**src/rtl/ptr_step_pkg.sv**
```systemverilog
package ptr_step_pkg;

  localparam int unsigned PTR_IDX_W = 16;
  localparam int unsigned PTR_OFS_W = 10;
  localparam int unsigned PTR_SYNC_STAGES = 2;

  typedef enum logic {
    STEP_BITREV = 1'b0,
    STEP_CIRC   = 1'b1
  } step_mode_e;

endpackage

```
**src/rtl/ptr_rst_sync.sv**
```systemverilog
module ptr_rst_sync #(
  parameter int unsigned STAGES = 2
) (
  input  logic clk,
  input  logic rst_n,
  output logic rst_n_sync
);

  logic [STAGES-1:0] chain_q;
  logic [STAGES-1:0] chain_d;

  always_comb begin
    chain_d = {chain_q[STAGES-2:0], 1'b1};
  end

  always_ff @(posedge clk or negedge rst_n) begin
    if (!rst_n) begin
      chain_q <= '0;
    end else begin
      chain_q <= chain_d;
    end
  end

  assign rst_n_sync = chain_q[STAGES-1];

endmodule

```
**src/rtl/ptr_bitrev_step.sv**
```systemverilog
module ptr_bitrev_step #(
  parameter int unsigned IDX_W = 16
) (
  input  logic [IDX_W-1:0] idx,
  input  logic [IDX_W-1:0] step,
  output logic [IDX_W-1:0] idx_new
);

  logic [IDX_W-1:0] idx_rev;
  logic [IDX_W-1:0] step_rev;
  logic [IDX_W-1:0] sum_rev;

  for (genvar b = 0; b < IDX_W; b++) begin : g_mirror
    assign idx_rev[b]  = idx[IDX_W-1-b];
    assign step_rev[b] = step[IDX_W-1-b];
    assign idx_new[b]  = sum_rev[IDX_W-1-b];
  end

  // carry out of the top bit is dropped by the IDX_W-wide result
  always_comb begin
    sum_rev = idx_rev + step_rev;
  end

endmodule

```
**src/rtl/ptr_circ_step.sv**
```systemverilog
module ptr_circ_step #(
  parameter int unsigned IDX_W = 16,
  parameter int unsigned OFS_W = 10
) (
  input  logic [IDX_W-1:0] idx,
  input  logic [IDX_W-1:0] len,
  input  logic [OFS_W-1:0] ofs,
  output logic [IDX_W-1:0] idx_new
);

  localparam int unsigned SUM_W = IDX_W + 2;

  logic signed [SUM_W-1:0] raw_sum;
  logic signed [SUM_W-1:0] len_ext;
  logic signed [SUM_W-1:0] wrapped;
  logic                    is_neg;
  logic                    is_over;

  always_comb begin
    len_ext = $signed({2'b00, len});
    raw_sum = $signed({2'b00, idx}) + $signed({{(SUM_W-OFS_W){ofs[OFS_W-1]}}, ofs});
    is_neg  = raw_sum[SUM_W-1];
    is_over = !is_neg && (raw_sum >= len_ext);
    if (is_neg) begin
      wrapped = raw_sum + len_ext;
    end else if (is_over) begin
      wrapped = raw_sum - len_ext;
    end else begin
      wrapped = raw_sum;
    end
    if (len == '0) begin
      idx_new = idx;
    end else begin
      idx_new = wrapped[IDX_W-1:0];
    end
  end

endmodule

```
**src/rtl/ptr_step_unit.sv**
```systemverilog
module ptr_step_unit
  import ptr_step_pkg::*;
#(
  parameter int unsigned IDX_W   = PTR_IDX_W,
  parameter int unsigned OFS_W   = PTR_OFS_W,
  parameter bit          REG_OUT = 1'b1
) (
  input  logic                 clk,
  input  logic                 rst_n,
  input  logic                 in_valid,
  input  logic                 mode_circ,
  input  logic [2*IDX_W-1:0]   ptr_in,
  input  logic [OFS_W-1:0]     offset_in,
  output logic [2*IDX_W-1:0]   ptr_next,
  output logic [2*IDX_W-1:0]   ptr_q,
  output logic                 out_valid
);

  localparam int unsigned PTR_W = 2 * IDX_W;

  step_mode_e       mode;
  logic [IDX_W-1:0] cur_idx;
  logic [IDX_W-1:0] upper;
  logic [IDX_W-1:0] br_idx;
  logic [IDX_W-1:0] cr_idx;
  logic [IDX_W-1:0] sel_idx;
  logic             rst_i;

  assign mode    = step_mode_e'(mode_circ);
  assign cur_idx = ptr_in[IDX_W-1:0];
  assign upper   = ptr_in[PTR_W-1:IDX_W];

  ptr_rst_sync #(.STAGES(PTR_SYNC_STAGES)) u_rst_sync (
    .clk        (clk),
    .rst_n      (rst_n),
    .rst_n_sync (rst_i)
  );

  ptr_bitrev_step #(.IDX_W(IDX_W)) u_bitrev (
    .idx     (cur_idx),
    .step    (upper),
    .idx_new (br_idx)
  );

  ptr_circ_step #(.IDX_W(IDX_W), .OFS_W(OFS_W)) u_circ (
    .idx     (cur_idx),
    .len     (upper),
    .ofs     (offset_in),
    .idx_new (cr_idx)
  );

  always_comb begin
    unique case (mode)
      STEP_CIRC: sel_idx = cr_idx;
      default:   sel_idx = br_idx;
    endcase
    ptr_next = {upper, sel_idx};
  end

  // magnitude of the signed offset, for the range checks below
  logic [OFS_W-1:0] off_mag;
  assign off_mag = offset_in[OFS_W-1] ? (~offset_in + 1'b1) : offset_in;

  assert_bitrev_zero_step_R2: assert property (@(posedge clk) disable iff (!rst_i)
    (!mode_circ && upper == '0) |-> (ptr_next[IDX_W-1:0] == cur_idx));

  assert_wrap_in_range_R5: assert property (@(posedge clk) disable iff (!rst_i)
    (mode_circ && upper != '0 && cur_idx < upper && IDX_W'(off_mag) < upper)
      |-> (ptr_next[IDX_W-1:0] < upper));

  assert_neg_wrap_R6: assert property (@(posedge clk) disable iff (!rst_i)
    (mode_circ && upper != '0 && offset_in[OFS_W-1] && IDX_W'(off_mag) > cur_idx
       && IDX_W'(off_mag) < upper)
      |-> (ptr_next[IDX_W-1:0] == upper - (IDX_W'(off_mag) - cur_idx)));

  assert_len_zero_hold_R8: assert property (@(posedge clk) disable iff (!rst_i)
    (mode_circ && upper == '0) |-> (ptr_next[IDX_W-1:0] == cur_idx));

  if (REG_OUT) begin : g_reg
    logic [PTR_W-1:0] q_r;
    logic [PTR_W-1:0] q_d;
    logic             v_r;
    logic             v_d;
    logic             cap_en;

    always_comb begin
      cap_en = in_valid;
      q_d    = ptr_next;
      v_d    = in_valid;
    end

    always_ff @(posedge clk or negedge rst_i) begin
      if (!rst_i) begin
        q_r <= '0;
      end else if (cap_en) begin
        q_r <= q_d;
      end
    end

    always_ff @(posedge clk or negedge rst_i) begin
      if (!rst_i) begin
        v_r <= 1'b0;
      end else begin
        v_r <= v_d;
      end
    end

    assign ptr_q     = q_r;
    assign out_valid = v_r;

    assert_strobe_R9: assert property (@(posedge clk) disable iff (!rst_i)
      in_valid |=> out_valid);
    assert_idle_low_R9: assert property (@(posedge clk) disable iff (!rst_i)
      !in_valid |=> !out_valid);
    assert_hold_R9: assert property (@(posedge clk) disable iff (!rst_i)
      !in_valid |=> $stable(ptr_q));
    assert_capture_R9: assert property (@(posedge clk) disable iff (!rst_i)
      in_valid |=> (ptr_q == $past(ptr_next)));
  end else begin : g_comb
    assign ptr_q     = ptr_next;
    assign out_valid = in_valid & rst_i;
  end

endmodule

```
**config.mk**
```make
export PLATFORM = sky130hd
export DESIGN_NAME = ptr_step_unit
export DESIGN_NICKNAME = d
export VERILOG_FILES = /design/src/rtl/ptr_step_pkg.sv /design/src/rtl/ptr_rst_sync.sv /design/src/rtl/ptr_bitrev_step.sv /design/src/rtl/ptr_circ_step.sv /design/src/rtl/ptr_step_unit.sv
export SDC_FILE = /design/constraint.sdc
export NUM_CORES = 1
export LEC_CHECK = 0
export ABC_AREA = 1
export BUFFER_PORTS_ARGS = -buffer_cell sky130_fd_sc_hd__buf_2
export CORE_AREA = 2 2 181 94
export DETAILED_ROUTE_END_ITERATION = 8
export DIE_AREA = 0 0 183 96
export PLACE_DENSITY = 0.66
export SLEW_MARGIN = 20
export SYNTH_ARGS = -nofsm -noshare
export SYNTH_HDL_FRONTEND = slang
export SYNTH_SLANG_ARGS = --single-unit
export TNS_END_PERCENT = 100
```
**constraint.sdc**
```tcl
create_clock -name clk -period 3.6 [get_ports clk]
set_clock_uncertainty 0.1 [all_clocks]
set_input_delay 0.36 -clock clk [delete_from_list [all_inputs] [get_ports clk]]
set_output_delay 0.36 -clock clk [all_outputs]
set_load 0.01 [all_outputs]
```
==> results.py, run 1 <==
metrics = {
    "floorplanning": {
        "ioPinCount": 111,
        "dieHeight_um": 96,
        "rows": 33,
        "die_x_um": 183,
        "dieArea_um2": 17600,
        "design.core.area_um2": 16000,
        "initial_core_util_pct": 34.2,
    },
    "critical_path": {
        "cp_max_fo": 8,
        "cp-start-kind": "input port",
        "critPathRequiredTime_ns": 3.14,
        "crit_arrival_ns": 3.48,
        "worstSetupEndpointType": "primary output",
        "setup.worst_path.class": "in2out",
    },
    "clocking": {
        "clkSlewWorstSetupHoldPaths_ns": 0.07,
        "root_buffer": "clkbuf_16",
        "tritoncts": "built",
        "cts_buffers": 5,
        "clock-sinks": 35,
        "clk_latency_ns": 0.29,
        "htreeDepth": 2,
        "max-clock-path-buffers": 2,
    },
    "drt": {
        "wl_mm": 23.4,
        "wire_per_inst_um": 17.6,
        "num_vias": 7015,
        "drtPass1Iterations": 5,
        "vias_per_cell": 5.26,
        "ant_nets": 0,
        "drt-initial-drc-count": 678,
        "drc": 0,
    },
    "sta": {
        "finalHoldViolations": 0,
        "clock.fmax_mhz": 254,
        "maxSlewHeadroom_pct": 42.8,
        "setup_viol": 16,
        "fin_crit_sh_pct": 109,
        "postLayoutSetupSlackWorst_ns": -0.341,
        "fin_crit_ns": 3.94,
        "worst_slew_pin_slew_ns": 0.857,
        "drv_slew": 0,
        "tns_ns": -4.70,
        "whs_ns": 0.188,
        "rsz0062_at_grt": "yes",
    },
    "finish": {
        "final_area_um2": 8420,
        "postLayoutCoreUtil_pct": 52.6,
        "layout_commonest_cell": "nand2_1",
        "drive_gt1_share_pct": 40.4,
        "antennaDiodeCount": 0,
        "final_nets": 1236,
        "final_cell_mix": "nand2_1, buf_4, inv_1",
        "syn2layout_area_growth_pct": 53.6,
    },
    "logic_synthesis": {
        "synth_seq_area_share_pct": 16.0,
        "synth_cells": 866,
        "yosys-top-cells-area": "nand2_1, dfrtp_1, ha_1",
        "async_flop_share_pct": 100,
        "yosysTopAreaCellShare_pct": 16.6,
        "synth_area_leader_cell": "nand2_1",
        "synth-edff-count": 0,
        "synthesis.area_um2": 5480,
        "yosys_warnings": 0,
        "postSynthAreaPerCell_um2": 6.33,
        "synth_ff_type": "dfrtp_1",
        "synth_nets": 979,
        "ys_ff_latch": 35,
        "ys_types": 45,
    },
    "outcome": {
        "violations": "setup timing",
        "run_status": "finished, violations left",
    },
    "global_route": {
        "grt_pass1_wl_mm": 34.5,
        "grt_max_degree": 34,
        "grt_antenna_before_repair": 0,
        "grt_pass1_vias": 6241,
        "grt-ovfl-total": 0,
        "track_usage_pct": 25.9,
    },
    "place": {
        "dp_hpwl_mm": 18.5,
        "gp_congestion": 0.999,
        "placed_cell_area_um2": 7250,
        "dp_slack_ns": -0.641,
        "port-buffer-count": 110,
    },
    "pwr": {
        "p_leak_nw": 4.56,
        "vdd_drop_max_mv": 0.297,
        "power_density_nw_per_um2": 436,
    },
    "worst_hold_path": {
        "hp-class": "reg2async",
    },
    "job": {
        "drv_cap": 0,
    },
}
## final timing paths
check	endpoint	slack (ns)	startpoint	depth (start not counted)
worst min-delay path	ptr_q[0]	0.19	u_rst_sync.chain_q[1]	1
worst min register to register	ptr_q[0]	0.19	u_rst_sync.chain_q[1]	1
worst max register to register	ptr_q[29]	2.81	ptr_q[29]	2
min in group clk	u_rst_sync.chain_q[1]	0.25	u_rst_sync.chain_q[0]	0
worst max-delay path	ptr_next[11]	-0.34	ptr_in[0]	25
max in group asynchronous	ptr_q[7]	2.88	u_rst_sync.chain_q[1]	1
## through the flow
| stage | instances | total power [mW] |
|---|---|---|
| 6_report | 1334 | 3.68 |
| 3_3_place_gp | 1306 | 2.66 |
| 2_1_floorplan | 866 | 1.70 |
| 5_1_grt | 1334 | 3.91 |
| 4_1_cts | 1328 | 3.41 |
| 3_5_place_dp | 1306 | 2.67 |
## cells in the mapped netlist, types with 2 or more instances
cell type  number
nand2_1       242
inv_1         113
nand3_1        66
ha_1           63
nor2_1         62
o21ai_0        59
a21oi_1        56
dfrtp_1        35
xor2_1         31
buf_4          19
nand2_2        16
o21bai_1       10
buf_6           8
nand4_1         8
nor3_1          8
clkbuf_1        7
nor4_1          6
a21oi_2         5
xnor2_1         5
a31oi_1         4
fa_1            4
nand2_4         4
nand3_2         4
a21boi_1        2
a21o_1          2
buf_2           2
inv_2           2
nor2_2          2
o211ai_1        2
o21a_1          2
o21ai_2         2
or2_2           2
## registers in the layout, indices dropped and copies added, names as in the netlist
signal / flops
u_rst_sync.chain_q: 2
ptr_q: 32
out_valid: 1
## worst max-delay path: stages
cell	delay, ns
buf_8	0.10
ha_4	0.15
fa_2	0.36
nand3_2	0.10
nand2_4	0.08
nand2_4	0.10
nand2_8	0.07
a21oi_4	0.18
xnor2_4	0.17
ha_4	0.25
nand2_4	0.09
inv_4	0.05
nand2_4	0.07
inv_2	0.04
a21oi_2	0.12
nand2_2	0.07
nand2_2	0.06
nand2_2	0.06
a21oi_4	0.20
nand2_4	0.13
nand2_8	0.17
nor2_4	0.04
o21bai_1	0.17
nand2_1	0.12
buf_2	0.16
## where the power goes
part	internal [mW]	switching (mW)	total, mW
combinational	1.17	1.48	2.65
sequential	0.454	0.0316	0.486
clock	0.328	0.214	0.541
total	1.95	1.72	3.68
## logic make-up after synthesis
kind of cell    count (synthesis)  synth area share [%]
simple gates                  423                  33.6
flops                          35                  16.0
other cells                     1                0.0684
xor+xnor                       36                  5.75
compound gates                150                  15.7
buf+inv                       154                  13.1
fa+ha+maj                      67                  15.8
## repair_timing
item,CTS,global route
gates resized for setup,93,83
setup buffers,13,9
endpoints found under the hold margin,2,0
endpoints found under the setup margin,26,26
hold buffers,1,0
pin swaps,32,37
## routing by layer
| metal | track usage [%] | vias to the layer above | part of all wire, % |
|---|---|---|---|
| met4 | 3.33 | 0 | 1.1 |
| met2 | 36.1 | 410 | 38 |
| li1 | - | 3309 | - |
| met1 | 40.9 | 3267 | 49 |
| met3 | 5.33 | 29 | 12 |
| met5 | 0 | - | 0 |
## layout make-up
type,instances,area (um^2)
Fill cell,1556,7600
Inverter,116,448
Tap cell,210,263
Multi-Input combinational cell,677,4690
Clock inverter,3,43.8
Clock buffer,5,125
Timing Repair Buffer,288,1980
Sequential cell,35,876
Power figures use the tool's default switching activity.
==> run 2: changes to the inputs <==
--- a/config.mk
+++ b/config.mk
@@ -7,10 +7,10 @@
 export LEC_CHECK = 0
 export ABC_AREA = 1
 export BUFFER_PORTS_ARGS = -buffer_cell sky130_fd_sc_hd__buf_2
-export CORE_AREA = 2 2 181 94
+export CORE_AREA = 2 2 169 88
 export DETAILED_ROUTE_END_ITERATION = 8
-export DIE_AREA = 0 0 183 96
-export PLACE_DENSITY = 0.66
+export DIE_AREA = 0 0 171 90
+export PLACE_DENSITY = 0.73
 export SLEW_MARGIN = 20
 export SYNTH_ARGS = -nofsm -noshare
 export SYNTH_HDL_FRONTEND = slang
==> run 2 against run 1 <==
- the flow still finishes with violations (setup timing)
- final cell count fell by 1.1%
- setup slack got worse by 0.16 ns
- critical path depth rose by 1
- wire length fell by 0.27%
- combinational power barely moved
- clock power fell by 2%
- sequential share of layout area rose by 0.17 points
- via count fell by 0.30%
- die area fell by 12%
- maximum frequency fell by 4.0%
- register-to-register slack barely moved
- worst hold slack got worse by 0.0070 ns
- largest cell class unchanged
- largest power group unchanged
- highest routed layer unchanged
==> results.py, run 2 (synthesis results as in run 1) <==
metrics = {
    "pwr": {
        "power_density_nw_per_um2": 442,
        "p_leak_nw": 4.50,
        "p_sw_mw": 1.72,
        "seqPwrFrac_pct": 13.3,
        "intPower_mw": 1.95,
        "vdd_drop_max_mv": 0.257,
        "comb_power_share_pct": 72.3,
        "power_frac_clock_pct": 14.5,
        "p_total_mw": 3.67,
        "p_sw_share_pct": 46.8,
    },
    "critical_path": {
        "critPathRequiredTime_ns": 3.14,
        "worstSetupEndpointType": "primary output",
        "cp-start-kind": "input port",
        "reg2reg_from": "ptr_q[20]",
        "cp_max_fo": 8,
        "setup.worst_path.class": "in2out",
        "rrSetupSlack_ns": 2.82,
        "worstSetupStartpoint": "ptr_in[5]",
        "reg2reg_depth": 2,
        "critical_path.endpoint": "ptr_next[6]",
        "crit_arrival_ns": 3.64,
        "r2r_end": "ptr_q[20]",
    },
    "drt": {
        "drt-initial-drc-count": 877,
        "wire_per_inst_um": 17.7,
        "drc": 0,
        "vias_per_cell": 5.30,
        "num_vias": 6994,
        "drtPass1Iterations": 5,
        "ant_nets": 0,
        "wl_mm": 23.4,
    },
    "sta": {
        "finalHoldViolations": 0,
        "drv_slew": 0,
        "postLayoutSetupSlackWorst_ns": -0.505,
        "maxSlewHeadroom_pct": 52.1,
        "setup_viol": 20,
        "fin_crit_sh_pct": 114,
        "fin_crit_ns": 4.10,
        "worst_slew_pin_slew_ns": 0.712,
        "rsz0062_at_grt": "yes",
        "clock.fmax_mhz": 244,
    },
    "clocking": {
        "htreeDepth": 2,
        "clk_latency_ns": 0.29,
        "cts_buffers": 5,
        "clock-sinks": 35,
        "root_buffer": "clkbuf_16",
        "tritoncts": "built",
        "clkSlewWorstSetupHoldPaths_ns": 0.07,
        "max-clock-path-buffers": 2,
    },
    "finish": {
        "final_cell_mix": "nand2_1, buf_4, inv_1",
        "largest_reg_flops": 32,
        "fillers": 1295,
        "antennaDiodeCount": 0,
        "seqCellArea_um2": 876,
        "final_area_um2": 8290,
        "multi_input_area_um2": 4580,
        "final_nets": 1233,
        "syn2layout_area_growth_pct": 51.2,
        "drive_gt1_share_pct": 39.4,
        "layout_commonest_cell": "nand2_1",
    },
    "floorplanning": {
        "die_x_um": 171,
        "design.core.area_um2": 14000,
        "initial_core_util_pct": 39.1,
        "dieArea_um2": 15400,
        "dieHeight_um": 90,
        "rows": 31,
        "ioPinCount": 111,
    },
    "global_route": {
        "grt_max_degree": 34,
        "grt_antenna_before_repair": 0,
        "track_usage_pct": 29.1,
        "grt-ovfl-total": 0,
        "grt_pass1_vias": 6197,
        "grt_pass1_wl_mm": 34.7,
    },
    "place": {
        "dp_slack_ns": -0.617,
        "dp_hpwl_mm": 18.2,
        "gp_congestion": 1.06,
        "placed_cell_area_um2": 7220,
        "port-buffer-count": 110,
    },
    "outcome": {
        "run_status": "finished, violations left",
        "violations": "setup timing",
    },
    "job": {
        "drv_cap": 0,
    },
    "worst_hold_path": {
        "hp-class": "reg2async",
    },
}
## run 2: how the worst min path moves through the flow
stage                          startpoint               endpoint  slack [ns]  depth (start not counted)
finish              u_rst_sync.chain_q[1]              ptr_q[17]        0.18                          1
global route        u_rst_sync.chain_q[1]               ptr_q[1]        0.26                          1
CTS                 u_rst_sync.chain_q[1]              ptr_q[17]        0.21                          1
detailed placement                  rst_n  u_rst_sync.chain_q[1]        0.05                          1
global placement                    rst_n  u_rst_sync.chain_q[1]        0.05                          1
floorplan                           rst_n  u_rst_sync.chain_q[0]       -0.04                          0
## run 2: timing repair
| item | 4_1_cts | 5_1_grt |
|---|---|---|
| resized for setup | 76 | 76 |
| hold buffers | 1 | 0 |
| hold endpoints to repair | 2 | 0 |
| gates cloned | 0 | 1 |
| pin swaps | 36 | 20 |
| buffers inserted | 11 | 10 |
| endpoints found under the setup margin | 23 | 27 |
## run 2: power by group through the flow
stage | clock network, mW | registers [mW] | logic [mW]
final | 0.530 | 0.486 | 2.65
after global routing | 0.551 | 0.494 | 2.84
after CTS | 0.534 | 0.485 | 2.36
after detailed placement | 0 | 0.490 | 2.18
after global placement | 0 | 0.489 | 2.18
after floorplan | 0 | 0.526 | 1.18
## run 2: layout make-up
class	count	area share (%)
tap	198	2.99
clock buffer	5	1.51
sequential	35	10.6
clock inverter	3	0.528
timing repair buffer	285	23.8
inverter	116	5.31
multi-input combinational	677	55.3
## run 2: routing by layer
metal / part of all wire [%] / GRT usage [%]
met3: 13 / 8.01
met2: 37 / 37.8
met5: 0 / 0
met4: 1.5 / 4.38
met1: 48 / 46.9
## run 2: worst max-delay path: stages
cell,delay [ns]
buf_2,0.15
ha_4,0.32
buf_4,0.15
nand2_1,0.09
nor2_2,0.14
nand2_4,0.08
nand2_8,0.10
a21oi_2,0.07
xnor2_2,0.24
ha_4,0.27
nand2_2,0.09
inv_1,0.05
nand2_2,0.08
inv_2,0.04
a21oi_2,0.13
nand2_2,0.07
nand2_2,0.06
nand2_2,0.06
a21oi_4,0.29
nand2_4,0.15
nand2_8,0.16
buf_4,0.14
nor2_4,0.03
nor2_4,0.09
o21bai_2,0.07
buf_2,0.15
## run 2: per-stage QoR
stage	cells	setup TNS [ns]	utilization, %	hold WS (ns)
after floorplan	866	0	-	-0.0356
after global placement	1292	-12.07	51.4	0.0510
after detailed placement	1292	-13.33	51.4	0.0516
after CTS	1309	-4.30	56.2	0.211
after global routing	1319	-11.72	59.0	0.255
final	1319	-7.71	59.0	0.181
==> run 3: changes to the inputs <==
--- a/config.mk
+++ b/config.mk
@@ -5,14 +5,14 @@
 export SDC_FILE = /design/constraint.sdc
 export NUM_CORES = 1
 export LEC_CHECK = 0
-export ABC_AREA = 1
+export ABC_AREA = 0
 export BUFFER_PORTS_ARGS = -buffer_cell sky130_fd_sc_hd__buf_2
-export CORE_AREA = 2 2 169 88
+export CORE_AREA = 2 2 170 89
 export DETAILED_ROUTE_END_ITERATION = 8
-export DIE_AREA = 0 0 171 90
+export DIE_AREA = 0 0 172 91
 export PLACE_DENSITY = 0.73
-export SLEW_MARGIN = 20
 export SYNTH_ARGS = -nofsm -noshare
 export SYNTH_HDL_FRONTEND = slang
+export SYNTH_HIERARCHICAL = 1
 export SYNTH_SLANG_ARGS = --single-unit
 export TNS_END_PERCENT = 100
==> run 3 against run 2 <==
- the run still ends with setup timing left
- setup slack got worse by 0.75 ns
- synthesized cell count decreased by 26%
- via count decreased by 7.2%
- wire length decreased by 5.2%
- non-clock buffer count increased by 52
- core utilization increased by 3.8 points
- first-iteration DRC count decreased by 29%
- maximum frequency decreased by 15%
==> results.py, run 3 <==
metrics = {
    "outcome": {
        "run_status": "finished, violations left",
        "violations": "setup timing",
    },
    "finish": {
        "syn2layout_area_growth_pct": 59.8,
        "largest_reg_flops": 32,
        "antennaDiodeCount": 0,
        "fillers": 1145,
        "final_cell_mix": "buf_4, buf_2, ha_1",
        "drive_gt1_share_pct": 53.6,
        "instances_no_fill": 1137,
        "layout_commonest_cell": "buf_4",
        "final_nets": 1051,
    },
    "place": {
        "dp_cells": 1087,
        "port-buffer-count": 110,
        "gp_congestion": 0.966,
        "dp_hpwl_mm": 16.9,
    },
    "logic_synthesis": {
        "synth-edff-count": 0,
        "synth_cells": 637,
        "async_flop_share_pct": 100,
        "synthMuxAreaShare_pct": 13.4,
        "ys_ff_latch": 35,
        "postSynthAreaPerCell_um2": 8.72,
        "yosysMostFrequentCell": "ha_1",
        "synth_nets": 750,
        "yosysTopAreaCellShare_pct": 15.8,
        "yosys_warnings": 6,
        "synth_ff_type": "dfrtp_1",
        "synth_top_family_by_area": "compound AO/OA/AOI/OAI gates",
        "synth_seq_area_share_pct": 15.8,
        "synth_fa_ha_area_share_pct": 15.6,
        "synthSimpleGateAreaFrac_pct": 15.9,
        "ys_top_cells_by_count": "ha_1, nor2_1, a21oi_1, inv_1, dfrtp_1",
        "synth_xor_xnor_area_share_pct": 5.18,
        "yosys-top-cells-area": "dfrtp_1, ha_1, mux2_2",
        "synth_compound_area_share_pct": 25.9,
        "synth_area_leader_cell": "dfrtp_1",
        "ys_types": 87,
        "synthesis.area_um2": 5560,
    },
    "clocking": {
        "clock-sinks": 35,
        "clk_latency_ns": 0.29,
        "tritoncts": "built",
        "root_buffer": "clkbuf_16",
        "cts_buffers": 5,
        "clkSlewWorstSetupHoldPaths_ns": 0.06,
        "max-clock-path-buffers": 2,
        "htreeDepth": 2,
    },
    "drt": {
        "drtPass1Iterations": 7,
        "vias_per_cell": 5.71,
        "num_vias": 6489,
        "wl_mm": 22.1,
        "wire_per_inst_um": 19.5,
        "ant_nets": 0,
        "drc": 0,
        "drt-initial-drc-count": 619,
    },
    "sta": {
        "fin_crit_sh_pct": 135,
        "tns_ns": -29.92,
        "drv_slew": 0,
        "postLayoutSetupSlackWorst_ns": -1.25,
        "whs_ns": 0.183,
        "finalHoldViolations": 0,
        "setup_viol": 32,
        "fin_crit_ns": 4.85,
        "clock.fmax_mhz": 206,
        "rsz0062_at_grt": "yes",
        "maxSlewHeadroom_pct": 36.3,
        "worst_slew_pin_slew_ns": 0.955,
    },
    "critical_path": {
        "crit_buf_inv": 5,
        "cp_max_fo": 4,
        "cp-start-kind": "input port",
        "setup.worst_path.class": "in2out",
        "rrSetupSlack_ns": 2.73,
        "cp_cell_sequence": "buf_8 > ha_4 > fa_2 > a211oi_2 > o21ai_2 > o21ai_2 > o21bai_1 > a21oi_2 > xnor2_2 > ha_4 > inv_4 > buf_12 > a221oi_4 > nor2_1 > a211o_2 > buf_4 > a21oi_2 > mux2i_1 > o311ai_1 > o211a_1 > mux2_4 > buf_6",
        "worstSetupEndpointType": "primary output",
        "critPathRequiredTime_ns": 3.14,
        "cp_slowest_cell": "a211o_2",
        "path_delay_family": "compound AO/OA/AOI/OAI gates",
        "crit_arrival_ns": 4.39,
        "max_stage_delay_ns": 0.40,
    },
    "pwr": {
        "p_leak_nw": 4.18,
        "p_total_mw": 4.19,
        "vdd_drop_max_mv": 0.309,
        "power_density_nw_per_um2": 472,
    },
    "floorplanning": {
        "initial_core_util_pct": 39.3,
        "rows": 31,
        "dieHeight_um": 91,
        "ioPinCount": 111,
        "design.core.area_um2": 14100,
        "dieArea_um2": 15700,
        "die_x_um": 172,
    },
    "global_route": {
        "grt_antenna_before_repair": 0,
        "grt_max_degree": 34,
        "grt-ovfl-total": 0,
        "track_usage_pct": 27.0,
        "grt_pass1_vias": 5943,
        "grt_pass1_wl_mm": 32.9,
    },
    "job": {
        "drv_cap": 0,
    },
    "worst_hold_path": {
        "hp-class": "reg2async",
    },
}
run 3: changes by cell type after synthesis, sizes merged, moves of 11 or more:
cell    change
o21ai      -38
nand2     -235
xnor2      +12
nand3      -59
xor2       -16
o211ai     +11
inv        -71
a21oi      -14
mux2       +53
run 3: per-layer routing:
layer	vias up	GRT usage (%)	wire length, um
met5	-	0	0
met4	0	3.01	359
met3	40	7.63	2370
met2	384	36.8	8840
li1	2985	-	-
met1	3080	42.3	10600
run 3: path summary, 6_finish.rpt:
path	endpoint	cells after the start	start
setup / recovery	ptr_next[11]	22	ptr_in[0]
setup reg to reg	ptr_q[6]	1	ptr_q[6]
hold reg to reg	out_valid	1	u_rst_sync/chain_q[1]
min in group clk	u_rst_sync/chain_q[1]	0	u_rst_sync/chain_q[0]
max in group asynchronous	ptr_q[22]	1	u_rst_sync/chain_q[1]
hold / removal	out_valid	1	u_rst_sync/chain_q[1]
run 3: what timing repair did:
action,4_1_cts,5_1_grt
endpoints found under the hold margin,2,0
pin swaps,59,43
cloned,1,0
resized for setup,71,55
buffers inserted,27,17
endpoints found under the setup margin,32,32
hold buffers,1,0
run 3: layout make-up:
cell class              count  area [um^2]  area share (%)
multi-input cells         514         4910            55.3
inverters                  45          171            1.93
well taps                 198          248            2.79
flip-flops and latches     35          876            9.86
clock buffers               5          125            1.41
repair buffers            337         2500            28.2
clock inverters             3         43.8           0.493
run 3: kinds of logic (layout without fill, tap and decap cells):
kind of cell | after synthesis | count (layout)
simple gates | 168 | 168
compound gates | 186 | 186
other cells | 1 | 1
flops | 35 | 35
fa+ha+maj | 67 | 67
mux | 60 | 60
buf+inv | 88 | 390
xor+xnor | 32 | 32
run 3: power breakdown:
part | internal, mW | leakage (nW) | switching, mW
Combinational | 1.67 | 3.69 | 1.48
Sequential | 0.490 | 0.409 | 0.0503
Clock | 0.326 | 0.0838 | 0.176
Total | 2.48 | 4.18 | 1.71
run 3: per-stage QoR:
| stage | utilization [%] | cell area [um^2] | setup slack (ns) |
|---|---|---|---|
| floorplan | - | 5810 | -0.694 |
| global placement | 54.7 | 7720 | -1.36 |
| detailed placement | 54.7 | 7720 | -1.45 |
| CTS | 60.1 | 8480 | -1.16 |
| global route | 62.9 | 8880 | -1.38 |
| finish | 62.9 | 8880 | -1.25 |
